==> src/rtl/volt_pkg.sv <==
package volt_pkg;

    localparam int NUM_DIGITS = 4;
    localparam int DP_INDEX   = NUM_DIGITS - 1;

    typedef enum logic [1:0] {
        CV_LOAD,
        CV_SHIFT,
        CV_PUBLISH
    } cv_state_t;

    typedef enum logic {
        SC_BLANK,
        SC_SHOW
    } scan_state_t;

    // Active-high glyph, bit order {g,f,e,d,c,b,a}
    function automatic logic [6:0] glyph_of(input logic [3:0] bcd);
        logic [6:0] g;
        unique case (bcd)
            4'd0:    g = 7'h3F;
            4'd1:    g = 7'h06;
            4'd2:    g = 7'h5B;
            4'd3:    g = 7'h4F;
            4'd4:    g = 7'h66;
            4'd5:    g = 7'h6D;
            4'd6:    g = 7'h7D;
            4'd7:    g = 7'h07;
            4'd8:    g = 7'h7F;
            4'd9:    g = 7'h6F;
            default: g = 7'h40;
        endcase
        return g;
    endfunction

endpackage

==> src/rtl/mv_scaler.sv <==
module mv_scaler #(
    parameter int CODE_W  = 12,
    parameter int FULL_MV = 3300,
    parameter int MV_W    = 12
) (
    input  logic              clk,
    input  logic              rst,
    input  logic [CODE_W-1:0] code,
    output logic [MV_W-1:0]   mv
);
    localparam int PROD_W = CODE_W + $clog2(FULL_MV + 1);

    always_ff @(posedge clk) begin
        if (rst) begin
            mv <= '0;
        end else begin
            mv <= MV_W'((PROD_W'(code) * PROD_W'(FULL_MV)) >> CODE_W);
        end
    end
endmodule

==> src/rtl/bcd_converter.sv <==
module bcd_converter
    import volt_pkg::*;
#(
    parameter int BIN_W  = 12,
    parameter int DIGITS = 4
) (
    input  logic                  clk,
    input  logic                  rst,
    input  logic [BIN_W-1:0]      bin_in,
    output logic [DIGITS*4-1:0]   digits_out
);
    localparam int BCD_W = DIGITS * 4;
    localparam int CNT_W = (BIN_W > 1) ? $clog2(BIN_W) : 1;
    localparam int SH_W  = BCD_W + BIN_W;

    cv_state_t          state, nxt;
    logic [SH_W-1:0]    shreg;
    logic [CNT_W-1:0]   cnt;
    logic [BCD_W-1:0]   adj_bcd;

    // add-3 correction on every nibble before the shift
    for (genvar g = 0; g < DIGITS; g++) begin : g_adj
        logic [3:0] nib;
        assign nib = shreg[BIN_W + g*4 +: 4];
        assign adj_bcd[g*4 +: 4] = (nib >= 4'd5) ? nib + 4'd3 : nib;
    end

    always_ff @(posedge clk) begin
        if (rst) state <= CV_LOAD;
        else     state <= nxt;
    end

    always_comb begin
        nxt = state;
        unique case (state)
            CV_LOAD:    nxt = CV_SHIFT;
            CV_SHIFT:   if (cnt == CNT_W'(BIN_W - 1)) nxt = CV_PUBLISH;
            CV_PUBLISH: nxt = CV_LOAD;
            default:    nxt = CV_LOAD;
        endcase
    end

    always_ff @(posedge clk) begin
        if (rst) begin
            shreg      <= '0;
            cnt        <= '0;
            digits_out <= '0;
        end else begin
            unique case (state)
                CV_LOAD: begin
                    shreg <= {{BCD_W{1'b0}}, bin_in};
                    cnt   <= '0;
                end
                CV_SHIFT: begin
                    shreg <= {adj_bcd, shreg[BIN_W-1:0]} << 1;
                    cnt   <= cnt + 1'b1;
                end
                CV_PUBLISH: begin
                    digits_out <= shreg[BIN_W +: BCD_W];
                end
                default: begin
                    cnt <= '0;
                end
            endcase
        end
    end
endmodule

==> src/rtl/digit_scanner.sv <==
module digit_scanner
    import volt_pkg::*;
#(
    parameter int DIGITS     = 4,
    parameter int SCAN_DIV   = 31250,
    parameter int SHOW_TICKS = 3
) (
    input  logic                 clk,
    input  logic                 rst,
    input  logic [DIGITS*4-1:0]  digits_in,
    output logic [6:0]           seg_n,
    output logic                 dp_n,
    output logic [DIGITS-1:0]    dig_n
);
    localparam int PW    = (SCAN_DIV > 1)   ? $clog2(SCAN_DIV)   : 1;
    localparam int SW    = (SHOW_TICKS > 1) ? $clog2(SHOW_TICKS) : 1;
    localparam int SEL_W = (DIGITS > 1)     ? $clog2(DIGITS)     : 1;

    scan_state_t        state, nxt;
    logic [PW-1:0]      presc;
    logic               tick;
    logic [SW-1:0]      show_cnt;
    logic [SEL_W-1:0]   sel;
    logic               last_show;

    assign tick      = (presc == PW'(SCAN_DIV - 1));
    assign last_show = (show_cnt == SW'(SHOW_TICKS - 1));

    always_ff @(posedge clk) begin
        if (rst)       presc <= '0;
        else if (tick) presc <= '0;
        else           presc <= presc + 1'b1;
    end

    always_ff @(posedge clk) begin
        if (rst) state <= SC_BLANK;
        else     state <= nxt;
    end

    always_comb begin
        nxt = state;
        unique case (state)
            SC_BLANK: if (tick) nxt = SC_SHOW;
            SC_SHOW:  if (tick && last_show) nxt = SC_BLANK;
            default:  nxt = SC_BLANK;
        endcase
    end

    always_ff @(posedge clk) begin
        if (rst) begin
            sel      <= '0;
            show_cnt <= '0;
        end else if (tick) begin
            if (state == SC_BLANK) begin
                show_cnt <= '0;
            end else if (last_show) begin
                sel <= (sel == SEL_W'(DIGITS - 1)) ? '0 : sel + 1'b1;
            end else begin
                show_cnt <= show_cnt + 1'b1;
            end
        end
    end

    always_ff @(posedge clk) begin
        if (rst) begin
            dig_n <= '1;
            seg_n <= '1;
            dp_n  <= 1'b1;
        end else if (state == SC_SHOW) begin
            dig_n <= ~(DIGITS'(1) << sel);
            seg_n <= ~glyph_of(digits_in[sel*4 +: 4]);
            dp_n  <= !(sel == SEL_W'(DP_INDEX));
        end else begin
            dig_n <= '1;
            seg_n <= '1;
            dp_n  <= 1'b1;
        end
    end
endmodule

==> src/rtl/volt_readout.sv <==
module volt_readout
    import volt_pkg::*;
#(
    parameter int CODE_W     = 12,
    parameter int FULL_MV    = 3300,
    parameter int SCAN_DIV   = 31250,
    parameter int SHOW_TICKS = 3
) (
    input  logic              clk,
    input  logic              rst,
    input  logic [CODE_W-1:0] code,
    output logic [6:0]        seg_n,
    output logic              dp_n,
    output logic [3:0]        dig_n
);
    localparam int MV_W = $clog2(FULL_MV);

    logic [MV_W-1:0]         mv_val;
    logic [NUM_DIGITS*4-1:0] shown_bcd;

    mv_scaler #(
        .CODE_W (CODE_W),
        .FULL_MV(FULL_MV),
        .MV_W   (MV_W)
    ) u_scale (
        .clk (clk),
        .rst (rst),
        .code(code),
        .mv  (mv_val)
    );

    bcd_converter #(
        .BIN_W (MV_W),
        .DIGITS(NUM_DIGITS)
    ) u_bcd (
        .clk       (clk),
        .rst       (rst),
        .bin_in    (mv_val),
        .digits_out(shown_bcd)
    );

    digit_scanner #(
        .DIGITS    (NUM_DIGITS),
        .SCAN_DIV  (SCAN_DIV),
        .SHOW_TICKS(SHOW_TICKS)
    ) u_scan (
        .clk      (clk),
        .rst      (rst),
        .digits_in(shown_bcd),
        .seg_n    (seg_n),
        .dp_n     (dp_n),
        .dig_n    (dig_n)
    );
endmodule

==> config.mk <==
export PLATFORM = sky130hd
export DESIGN_NAME = volt_readout
export DESIGN_NICKNAME = d
export VERILOG_FILES = /design/src/rtl/volt_pkg.sv /design/src/rtl/mv_scaler.sv /design/src/rtl/bcd_converter.sv /design/src/rtl/digit_scanner.sv /design/src/rtl/volt_readout.sv
export SDC_FILE = /design/constraint.sdc
export NUM_CORES = 1
export LEC_CHECK = 0
export ABC_AREA = 0
export BUFFER_PORTS_ARGS = -buffer_cell sky130_fd_sc_hd__buf_2
export CAP_MARGIN = 20
export CORE_ASPECT_RATIO = 1.4
export CORE_UTILIZATION = 40
export CTS_CLUSTER_SIZE = 12
export DETAILED_ROUTE_END_ITERATION = 8
export MAX_ROUTING_LAYER = met4
export SYNTH_ARGS = -nofsm -noshare
export SYNTH_HDL_FRONTEND = slang
export SYNTH_HIERARCHICAL = 1
export SYNTH_SLANG_ARGS = --single-unit
export TNS_END_PERCENT = 20
==> constraint.sdc <==
create_clock -name clk -period 7.3 [get_ports clk]
set_input_delay 2.19 -clock clk [delete_from_list [all_inputs] [get_ports clk]]
set_output_delay 2.19 -clock clk [all_outputs]
set_load 0.01 [all_outputs]
## Word level (Yosys, flattened, before mapping)

Memories as Yosys holds them, arrays and structs flattened.
Cells that the tools add are included.

- $lt $le $gt $ge: 4
- $add $sub $neg: 8
- Reductions and logical operators: 8
- Equal/unequal tests: 8
- Bitwise operators: 3
- Multipliers: 1
- Shifts and indexed selects: 2
- Multiplexer cells: 16

Operators with widths:

| operator | number |
|---|---|
| $pmux 28 s2 | 1 |
| $mul 12x10->22 const B | 1 |
| $ge 4x3->1 const B | 4 |
| $shiftx 16x5->4 | 1 |
| $add 15x1->15 const B | 1 |
| $eq 15x15->1 const B | 1 |
| $mux 7 | 2 |
| $add 4x2->4 const B | 3 |
| $mux 4 | 3 |
| $mux 2 | 4 |
| $pmux 4 s2 | 1 |
| $not 7->7 | 1 |
| $eq 2x2->1 const B | 3 |
| $add 2x1->2 const B | 2 |
| $add 4x1->4 const B | 1 |
| $eq 4x4->1 const B | 1 |
| $not 4->4 | 1 |
| $pmux 2 s2 | 1 |
| $reduce_or 2->1 | 2 |
| $shl 1x2->4 const A | 1 |
| $add 3x2->3 const B | 1 |
| $mux 3 | 1 |
| $reduce_and 3->1 | 1 |
| $eq 2x1->1 const B | 1 |
| 10 further kinds | 11 |

- Memory bits (read-only): 112
- Register bits after elaboration: 94
- Memories kept: 1
- Output and inout port bits: 12
- Logic and storage cells: 63

Memories:

| name | words | bits a word | rd ports | clocked after memory_dff | write ports | line | source |
|---|---|---|---|---|---|---|---|
| (name not given) | 16 | 7 | 1 | 0 | 0 | volt_pkg.sv:20 | `unique case (bcd)` |

## Depth between registers and ports, before layout

An unclocked memory read counts as a cell.

- Word-level depth: 5
- Depth in mapped cells: 18
- Mapped depth without buffers: 17

## By module

The synthesis kept the hierarchy.

Modules (own cells, without submodules):

| module | times used | area an instance (um^2) | cells each |
|---|---|---|---|
| mv_scaler | 1 | 2,488.6 | 257 |
| bcd_converter | 1 | 2,290.9 | 257 |
| digit_scanner | 1 | 1,569.0 | 163 |

## Worst setup path after synthesis

Ideal clock, no wire load.

- Path kind: input to register
- Start point: input port code[1]
- End point: register u_scale.mv[5]
- Data required time: 7.172 ns
- Path slack: 1.183 ns
- Path buffers: 0
- Stages on the path: 17
- Arrival time: 5.990 ns
- Cells stage by stage: ha_1 -> xor2_1 -> ha_1 -> a21o_1 -> fa_1 -> fa_1 -> inv_1 -> fa_1 -> inv_1 -> ha_1 -> nand2_1 -> nor2_1 -> a211oi_1 -> o31ai_2 -> a221oi_1 -> xor2_1 -> nor2_1

- Longest elaborated chain between the ends: 1

RTL lines:

| what | line | source |
|---|---|---|
| start, declared | volt_readout.sv:11 | `input logic [CODE_W-1:0] code,` |
| $mul 12x10->22 | mv_scaler.sv:17 | `mv <= MV_W'((PROD_W'(code) * PROD_W'(FULL_MV)) >> CODE_W);` |
| end signal, assigned | mv_scaler.sv:17 |  |
| end, declared | mv_scaler.sv:9 | `output logic [MV_W-1:0] mv` |

No other way between the ends.
A chain may end at the register's enable or synchronous reset.

## Worst setup path after layout

- Start point: input port code[4]
- End point: register u_scale.mv[5]

Same word-level chain as after synthesis.

==> impl_metrics.tcl <==
set metrics [dict create \
    yosysUniqueCellTypes 63 \
    postCtsSetupRepairBufs 0 \
    grt_usage 0.158 \
    yosys_warnings 6 \
    synth_seq_cells 93 \
    fmax_ghz 0.162 \
    hold_viol 0 \
    cp_slowest_cell "fa_1" \
    dr.pass1.iters 4 \
    vias_per_cell 5.16 \
    cts.sinks 93 \
    final_antenna_net_count 0 \
    status "complete, no violations" \
    finalPower_w 0.00180 \
    die-area_sq_um 16400 \
    crit_chain "buf_2 > ha_1 > ha_1 > inv_1 > fa_1 > inv_1 > fa_1 > inv_1 > fa_1 > inv_1 > ha_1 > a21oi_1 > nor2_1 > a211oi_1 > o31ai_2 > a221oi_1 > xor2_1 > nor2_1" \
    synth_area_leaders "dfxtp_1 29%, ha_1 19%, fa_1 8.8%" \
    die_h_microns 151 \
    hp-class "flop to flop" \
    final-setup-viol-count 0 \
    fp-row-count 54 \
    synth_edf_count 0 \
    syn_to_final_growth_pct 7.51 \
    synth_fp_nets 813 \
    dp_hpwl_microns 9270 \
    clk-insertion-delay-late_ps 330 \
    syn_inst 677 \
    skew_ps 10.6 \
    synth_top_area_share 0.293 \
    start_util 0.409 \
    p_leak_nw 3.04 \
    clock_path_buffers 2 \
    crit_top_cell "inv_1" \
    gp_congestion 0.905 \
    crit_family "adder cells" \
    ys_async_sr_fraction 0 \
    ios 26 \
    clock-root-buffer "clkbuf_16" \
    nNetsFinal 826 \
    cts_inserted_buffers 9 \
    fin_setup_tns_ps 0 \
    htreeDepth 3 \
    cts_tree "done" \
    arrival_ps 6370 \
    synth.most_common_cell "ha_1" \
    grt_max_degree 37 \
    antenna_cells 0 \
    post_cts_resized 0 \
    holdBufCountCts 0 \
    die_x_microns 108 \
    core_sq_um 15500 \
    grt_pass1_vias 4647 \
    syn_area_per_cell_sq_um 9.38 \
    cp-end-kind "flop" \
    max-cap-violations 0 \
    fin_crit_ps 6160 \
    slew_violations 0 \
    crit_path_max_incr_delay_ps 530 \
    port_buffers 25 \
    worstMarginPinSlew_ps 850 \
    ir_drop_v 0.000148 \
    path_max_fanout 6 \
    required_ps 7510 \
    rsz0062_at_grt "no" \
    crit_type "input port to flop" \
    drt_wl_total_microns 11700 \
    syn_area_sq_um 6350 \
    route.detailed.wl_per_inst_microns 13.2 \
    seq_area_frac_synth 0.293 \
    clkSlewWorstSetupHoldPaths_ps 60 \
    crit_buf_inv 5 \
    drive_above_1_share 0.0993 \
    drc 0 \
    grt_pass1_wl_microns 20200 \
    ys.flop_type "dfxtp_1" \
    synth_largest_area_cell "dfxtp_1" \
    slew-limit-headroom 0.425 \
    timing.final.crit_share 0.845 \
    overflow 0 \
    cp-start-kind "input port" \
    powerDensity_nw_per_um2 263 \
    vias 4602 \
    yosys-top-cells-count "94 x ha_1, 93 x dfxtp_1, 72 x inv_1" \
    first_iter_violations 217 \
    antenna_found_initial 0 \
]
[layer usage]
metal | GRT usage | vias up | part of all wire
met5 | - | - | 0
met4 | 0.0622 | 0 | 0.029
met3 | 0.0172 | 26 | 0.020
met2 | 0.303 | 67 | 0.54
met1 | 0.159 | 2183 | 0.41
li1 | - | 2326 | -
[sequential cells by signal, indices dropped and copies added, names as in the netlist]
register	cells
u_bcd/cnt	4
u_bcd/digits_out	16
u_bcd/shreg	28
u_bcd/state	2
u_scale/mv	12
u_scan/dig_n	3
u_scan/dp_n	1
u_scan/presc	15
u_scan/seg_n	7
u_scan/sel	2
u_scan/show_cnt	2
u_scan/state	1
[through the flow]
step | std cells | instance area (sq um) | setup WS (ps) | hold slack, ps | utilization
finish | 891 | 6830 | 1140 | 453 | 0.439
global route | 891 | 6830 | 887 | 478 | 0.439
CTS | 891 | 6830 | 1160 | 455 | 0.439
detailed placement | 875 | 6560 | 799 | 448 | 0.422
global placement | 875 | 6560 | 925 | 443 | 0.422
floorplan | 677 | 6350 | 1180 | 429 | -
[layout make-up]
class	count	area [sq um]
clock inverters	4	23.8
repair buffers	29	155
inverters	72	270
clock buffers	12	246
fillers	1521	8710
well taps	196	245
flip-flops and latches	93	1860
multi-input cells	485	4020
[final timing paths]
| kind | startpoint | endpoint | slack [ps] | depth (start not counted) |
|---|---|---|---|---|
| min reg2reg | u_bcd/digits_out[2] | u_bcd/digits_out[2] | 450 | 2 |
| max reg2reg | u_scan/sel[0] | u_scan/seg_n[0] | 5190 | 5 |
| min | u_bcd/digits_out[2] | u_bcd/digits_out[2] | 450 | 2 |
| max | code[4] | u_scale/mv[5] | 1140 | 18 |
[cells by family after synthesis]
logic type | share of synthesized area
AOI/OAI and AO/OA | 0.128
muxes | 0.0451
adders and majority gates | 0.274
buffers and inverters | 0.0731
and+or+nand+nor | 0.147
xor gates and xnor gates | 0.0400
DFF | 0.293
[tightest hold or removal path, stage by stage, from the launching register on]
cell and delay (ps):
dfxtp_1 310, nand2_1 50, a21oi_1 50
[cells in the final DEF (no fill, tap or decap), types with 11 or more instances in the layout]
cell type,synthesis,final
ha_1,94,94
dfxtp_1,93,93
inv_1,72,72
nand2_1,60,60
nor2_1,57,57
a21oi_1,52,52
fa_1,28,28
buf_2,8,25
xor2_1,19,19
mux2i_1,17,17
nand2b_1,13,13
o21ai_0,11,11
[report_power, final]
group / internal (W) / switching (W)
Combinational: 0.000362 / 0.000455
Clock: 0.000239 / 0.000178
Sequential: 0.000550 / 0.0000141
Total: 0.00115 / 0.000647
Power figures use the tool's default switching activity.
